[config.mk]
export PLATFORM = sky130hd
export DESIGN_NAME = bcd_field_alu
export DESIGN_NICKNAME = d
export VERILOG_FILES = /design/src/rtl/bcd_field_pkg.sv /design/src/rtl/bcd_field_decode.sv /design/src/rtl/bcd_digit_add.sv /design/src/rtl/bcd_field_alu.sv
export SDC_FILE = /design/constraint.sdc
export NUM_CORES = 1
export LEC_CHECK = 0
export BUFFER_PORTS_ARGS = -buffer_cell sky130_fd_sc_hd__buf_2
export CORE_UTILIZATION = 54
export DETAILED_ROUTE_END_ITERATION = 7
export GPL_TIMING_DRIVEN = 0
export PLACE_DENSITY = 0.86
export SLEW_MARGIN = 15
export SYNTH_ARGS = -nofsm -noshare
export SYNTH_HDL_FRONTEND = slang
export SYNTH_SLANG_ARGS = --single-unit
[constraint.sdc]
create_clock -name clk_i -period 6 [get_ports clk_i]
set_input_delay 0.3 -clock clk_i [delete_from_list [all_inputs] [get_ports clk_i]]
set_output_delay 0.3 -clock clk_i [all_outputs]
set_load 0.005 [all_outputs]
[src/rtl/bcd_field_pkg.sv]
package bcd_field_pkg;
  localparam int unsigned NIB_W = 4;
  localparam int unsigned NIBS  = 14;
  localparam int unsigned REG_W = NIB_W * NIBS;
  localparam int unsigned IDX_W = 4;

  localparam int unsigned EXP_LO  = 0;
  localparam int unsigned EXP_HI  = 1;
  localparam int unsigned EXP_SGN = 2;
  localparam int unsigned MAN_LO  = 3;
  localparam int unsigned MAN_HI  = 12;
  localparam int unsigned MAN_SGN = 13;

  typedef enum logic [2:0] {
    FLD_PTR  = 3'd0,
    FLD_UPTO = 3'd1,
    FLD_EXP  = 3'd2,
    FLD_EXPS = 3'd3,
    FLD_MAN  = 3'd4,
    FLD_MANS = 3'd5,
    FLD_WORD = 3'd6,
    FLD_SIGN = 3'd7
  } fld_e;
endpackage

[src/rtl/bcd_field_decode.sv]
module bcd_field_decode
  import bcd_field_pkg::*;
(
  input  fld_e             fld_i,
  input  logic [IDX_W-1:0] ptr_i,
  output logic [IDX_W-1:0] lo_o,
  output logic [IDX_W-1:0] hi_o
);
  localparam logic [IDX_W-1:0] TOP = IDX_W'(NIBS - 1);

  logic [IDX_W-1:0] p_c;

  always_comb begin
    p_c  = (ptr_i > TOP) ? TOP : ptr_i;
    lo_o = '0;
    hi_o = TOP;
    unique case (fld_i)
      FLD_PTR:  begin lo_o = p_c;                 hi_o = p_c;                 end
      FLD_UPTO: begin lo_o = '0;                  hi_o = p_c;                 end
      FLD_EXP:  begin lo_o = IDX_W'(EXP_LO);      hi_o = IDX_W'(EXP_HI);      end
      FLD_EXPS: begin lo_o = IDX_W'(EXP_LO);      hi_o = IDX_W'(EXP_SGN);     end
      FLD_MAN:  begin lo_o = IDX_W'(MAN_LO);      hi_o = IDX_W'(MAN_HI);      end
      FLD_MANS: begin lo_o = IDX_W'(MAN_LO);      hi_o = IDX_W'(MAN_SGN);     end
      FLD_WORD: begin lo_o = '0;                  hi_o = TOP;                 end
      FLD_SIGN: begin lo_o = IDX_W'(MAN_SGN);     hi_o = IDX_W'(MAN_SGN);     end
      default:  begin lo_o = '0;                  hi_o = TOP;                 end
    endcase
  end

  // range never leaves the register, never inverted
  always_comb begin
    a_r3_range_legal: assert (hi_o <= TOP && lo_o <= hi_o)
      else $error("field range out of bounds");
  end
endmodule

[src/rtl/bcd_digit_add.sv]
module bcd_digit_add
  import bcd_field_pkg::*;
(
  input  logic [NIB_W-1:0] x_i,
  input  logic [NIB_W-1:0] y_i,
  input  logic             cin_i,
  input  logic             sub_i,
  input  logic             hex_i,
  output logic [NIB_W-1:0] sum_o,
  output logic             cout_o
);
  localparam logic [NIB_W:0] RAD_DEC = (NIB_W+1)'(10);
  localparam logic [NIB_W:0] RAD_HEX = (NIB_W+1)'(16);

  logic [NIB_W-1:0] yc;
  logic [NIB_W:0]   raw;
  logic [NIB_W:0]   radix;
  logic [NIB_W:0]   wrapped;

  always_comb begin
    yc = y_i;
    if (sub_i) yc = hex_i ? ~y_i : (NIB_W'(9) - y_i);
    raw     = {1'b0, x_i} + {1'b0, yc} + {{NIB_W{1'b0}}, cin_i};
    radix   = hex_i ? RAD_HEX : RAD_DEC;
    cout_o  = (raw >= radix);
    wrapped = raw - radix;
    sum_o   = cout_o ? wrapped[NIB_W-1:0] : raw[NIB_W-1:0];
  end

  // valid decimal digits in give a valid decimal digit out
  always_comb begin
    if (!hex_i && x_i <= NIB_W'(9) && y_i <= NIB_W'(9))
      a_r4_decimal_digit: assert (sum_o <= NIB_W'(9))
        else $error("decimal digit out of range");
  end
endmodule

[src/rtl/bcd_field_alu.sv]
module bcd_field_alu
  import bcd_field_pkg::*;
(
  input  logic             clk_i,
  input  logic             rst_ni,
  input  logic             start_i,
  input  logic             sub_i,
  input  logic             hex_i,
  input  logic             imm_en_i,
  input  logic [3:0]       imm_i,
  input  logic [2:0]       fld_i,
  input  logic [3:0]       ptr_i,
  input  logic [55:0]      a_i,
  input  logic [55:0]      b_i,
  output logic             busy_o,
  output logic             done_o,
  output logic [55:0]      res_o,
  output logic             carry_o
);
  localparam logic [REG_W-1:0] NIB_MASK = REG_W'({NIB_W{1'b1}});

  logic             busy_q, done_q, cy_q, sub_q, hex_q;
  logic [IDX_W-1:0] idx_q, hi_q, lo_c, hi_c;
  logic [REG_W-1:0] acc_q, opb_q, opb_c;
  logic [NIB_W-1:0] x_d, y_d, sum_d;
  logic             cout_d;

  bcd_field_decode u_dec (
    .fld_i (fld_e'(fld_i)),
    .ptr_i (ptr_i),
    .lo_o  (lo_c),
    .hi_o  (hi_c)
  );

  // constant operand sits at the lowest selected digit
  always_comb begin
    opb_c = imm_en_i ? (REG_W'(imm_i) << (NIB_W * lo_c)) : b_i;
    x_d   = acc_q[idx_q*NIB_W +: NIB_W];
    y_d   = opb_q[idx_q*NIB_W +: NIB_W];
  end

  bcd_digit_add u_add (
    .x_i    (x_d),
    .y_i    (y_d),
    .cin_i  (cy_q),
    .sub_i  (sub_q),
    .hex_i  (hex_q),
    .sum_o  (sum_d),
    .cout_o (cout_d)
  );

  always_ff @(posedge clk_i or negedge rst_ni) begin
    if (!rst_ni) begin
      busy_q <= 1'b0;
      done_q <= 1'b0;
      cy_q   <= 1'b0;
      sub_q  <= 1'b0;
      hex_q  <= 1'b0;
      idx_q  <= '0;
      hi_q   <= '0;
      acc_q  <= '0;
      opb_q  <= '0;
    end else begin
      done_q <= 1'b0;
      if (!busy_q) begin
        if (start_i) begin
          busy_q <= 1'b1;
          acc_q  <= a_i;
          opb_q  <= opb_c;
          idx_q  <= lo_c;
          hi_q   <= hi_c;
          cy_q   <= sub_i;
          sub_q  <= sub_i;
          hex_q  <= hex_i;
        end
      end else begin
        acc_q[idx_q*NIB_W +: NIB_W] <= sum_d;
        cy_q <= cout_d;
        if (idx_q == hi_q) begin
          busy_q <= 1'b0;
          done_q <= 1'b1;
        end else begin
          idx_q <= idx_q + 1'b1;
        end
      end
    end
  end

  assign busy_o  = busy_q;
  assign done_o  = done_q;
  assign res_o   = acc_q;
  assign carry_o = sub_q ? ~cy_q : cy_q;

  a_r8_idx_bound: assert property (@(posedge clk_i) disable iff (!rst_ni)
    busy_q |-> idx_q <= hi_q);

  a_r8_done_pulse: assert property (@(posedge clk_i) disable iff (!rst_ni)
    done_q |=> !done_q);

  a_r8_done_ends_busy: assert property (@(posedge clk_i) disable iff (!rst_ni)
    done_q |-> !busy_q && $past(busy_q));

  a_r9_start_ignored: assert property (@(posedge clk_i) disable iff (!rst_ni)
    busy_q && start_i |=> hi_q == $past(hi_q));

  a_r7_one_digit_per_clock: assert property (@(posedge clk_i) disable iff (!rst_ni)
    busy_q |=> ((acc_q ^ $past(acc_q)) & ~(NIB_MASK << (NIB_W * $past(idx_q)))) == '0);

  a_r11_hold: assert property (@(posedge clk_i) disable iff (!rst_ni)
    !busy_q && !start_i |=> $stable(acc_q) && $stable(carry_o));
endmodule

==> run summary <==
Async S/R FF share, synth: 100.0%
Area Growth Syn to Fin: 23.91%
Worst setup SP type: flop
DR vias/cell: 6.890
Clock Skews: 0.006963 ns
Site Rows: 42
Leading area contributor after synthesis: dfrtp_1
YS warnings: 0
Max Slew Vio Count: 0
First-pass GRT wire length: 41.73 mm
Initial Util: 55.88%
Number of global-route vias before repair: 7807
Max_slew headroom: 34.25%
Largest net degree at the start of global routing: 81
R2r setup slk: 0.36 ns
Cells after Synth: 771
Die X: 119.8 um
Total GRT Usage: 39.14%
Worst min path class: in2reg
Sequential area share after synthesis: 41.77%
Max FO, Critical Path: 10
CP arrival: 5.94 ns
Dpl hpwl: 19.36 mm
Layout cells sized above 1: 28.31%
Crit path required time: 6.30 ns
Multi-input logic area: 4005 um^2
Crit Reg-Reg Startpoint: idx_q[1]
R2r endpoint: res_o[15]
Vias: 8027
CTS Sinks: 125
Final setup vio count: 0
I/O pin cnt: 188
Fillers: 1039
Slew @ Worst Pin: 0.9588 ns
Worst path top cell family by delay: multiplexers
Port bufs: 184
CTS buffer count: 17
DRC Markers: 5
CP Class: reg2reg
Unrepaired setup endpoints after global routing: false
Clock latency on the worst-skew pair: 0.43 ns
Max Fclk: 177.3 MHz
Clk root buf: clkbuf_16
Setup total negative slack: 0 ns
Post-synth EDFFs: 0
Most common cell in the netlist: dfrtp_1
DIE HEIGHT: 119.8 um
Postcts setup bufs: 0
Worst setup path start: idx_q[1]
Worst reg-to-reg path cell count: 18
Most area-consuming cells after synthesis: dfrtp_1 (42%), mux4_2 (7.8%), nor2_1 (5.8%), a221oi_1 (4.8%), nand2_1 (3.7%)
# H-tree levels: 4
Clock Tree Buf Depth: 2
CP max stage cell: mux2i_1
Worst setup endpoint: res_o[15]
Minimum clock period: 5.639 ns
CP endpoint kind: flop
Crit-path max cell delay: 0.82 ns
Initial antenna violation count: 0
CTS tree: done
Fin. Hold Viols: 0
Critical path, cell by cell: buf_2 > clkbuf_1 > nor2_1 > mux4_2 > inv_1 > ha_1 > mux2i_1 > mux2i_1 > ha_1 > a21o_1 > a31oi_1 > xnor2_1 > ha_1 > nand2b_1 > a31o_2 > mux2i_1 > buf_2 > o22ai_1
Final period util: 93.98%
Nets@finish: 1120
Die footprint: 14340 um^2
Reg area: 3128 um^2
Failing checks: DRC
DR WL/cell: 23.22 um
Post-synth cell types: 67
Syn Std Cell Area: 7488 um^2
Synth Flop Type: dfrtp_1
DRT Wirelength: 27.05 mm
Max Cap Violations: 0
Total global routing overflow: 0
Syn Area/Cell: 9.713 um^2
Placeable Area: 13400 um^2
Post-synth net total: 915
Outcome: complete, but fails checks
CP Buf/Inv Count: 4
Clock-pin slew on the worst setup and hold paths: 0.06 ns
Synth top area share: 41.77%
RePlAce Congestion: 0.9853
Commonest cells in the netlist: dfrtp_1 (125), nor2_1 (115), nand2_1 (73), a221oi_1 (41), clkbuf_1 (38)
Logic depth of the worst path, buffers included: 18
Number of synthesized register bits: 125
Iteration count of the initial detailed-routing pass: 8
Diode count: 0
CTS resizes: 0
Antenna Nets Post-Route: 0
Starting DRT DRC Count: 1177
CTS Hold Buffers Added: 1
-- worst min-delay path by stage --
stage,cells past startpoint,startpoint,to
after floorplan,0,rst_ni,busy_o
after global placement,2,opb_q[34],opb_q[34]
after detailed placement,1,rst_ni,opb_q[43]
after CTS,3,hex_i,hex_q
after global routing,3,hex_i,hex_q
final,3,hex_i,hex_q
-- cells in the final DEF (no fill, tap or decap), types with 5 or more instances in the layout --
cell         n
buf_2      196
dfrtp_1    125
nor2_1     115
nand2_1     73
a221oi_1    41
clkbuf_1    38
o21ai_0     37
a21oi_1     34
mux4_2      26
mux2i_1     24
nor3_1      21
clkbuf_16   17
a2bb2oi_1   16
o22ai_1     16
inv_1       14
a221o_1     14
nand3_1     13
ha_1        13
a211oi_1    12
a22oi_1     10
and3_1       9
a31oi_1      8
buf_1        7
and2_1       7
nor2b_1      6
xnor2_1      6
xor2_1       5
-- worst min-delay path, delay by kind of cell --
family / cells / cell delay, ns
buffers and inverters: 1 / 0.07
AOI/OAI and AO/OA: 1 / 0.06
and+or+nand+nor: 1 / 0.03
-- metrics by stage --
stage,hold WS (ns),instances,instance area (um^2),util (%),setup WS [ns]
2_1_floorplan,0.004409,771,7488,-,1.607
3_3_place_gp,0.4626,1131,8630,64.40,0.6253
3_5_place_dp,0.2516,1132,8663,64.65,0.5726
4_1_cts,0.07841,1165,9279,69.24,0.4838
5_1_grt,0.09145,1165,9279,69.24,0.1842
6_report,0.07336,1165,9279,69.24,0.3610
-- registers in the layout, indices dropped and copies added, names as in the netlist --
signal / count
idx_q: 4
hex_q: 1
hi_q: 4
res_o: 56
busy_o: 1
done_o: 1
sub_q: 1
opb_q: 56
cy_q: 1
-- routing by layer --
layer,GRT usage (%),part of all wire (%)
met1,49.27,35
met5,0,0
met4,26.56,6.6
met3,12.83,14
met2,57.33,44
-- logic make-up (layout without fill, tap and decap cells) --
logic type	Yosys count	after routing	share of synthesized area, %
and+or+nand+nor	263	263	15.71
muxes	51	51	11.23
xor gates and xnor gates	12	12	1.504
AOI/OAI and AO/OA	226	226	22.34
buffers and inverters	79	297	4.745
adders and majority gates	15	15	2.707
DFF	125	125	41.77
-- final cells by class --
| type | instances | share of cell area (%) |
|---|---|---|
| buffer | 64 | 3.223 |
| multi-input combinational | 567 | 43.16 |
| tap | 176 | 2.373 |
| sequential | 125 | 33.71 |
| clock buffer | 18 | 4.733 |
| timing repair buffer | 186 | 10.40 |
| inverter | 15 | 0.6068 |
| clock inverter | 14 | 1.793 |
Power is not shown: default switching activity piles up to over one toggle a cycle in this logic, so the estimate is an artifact.
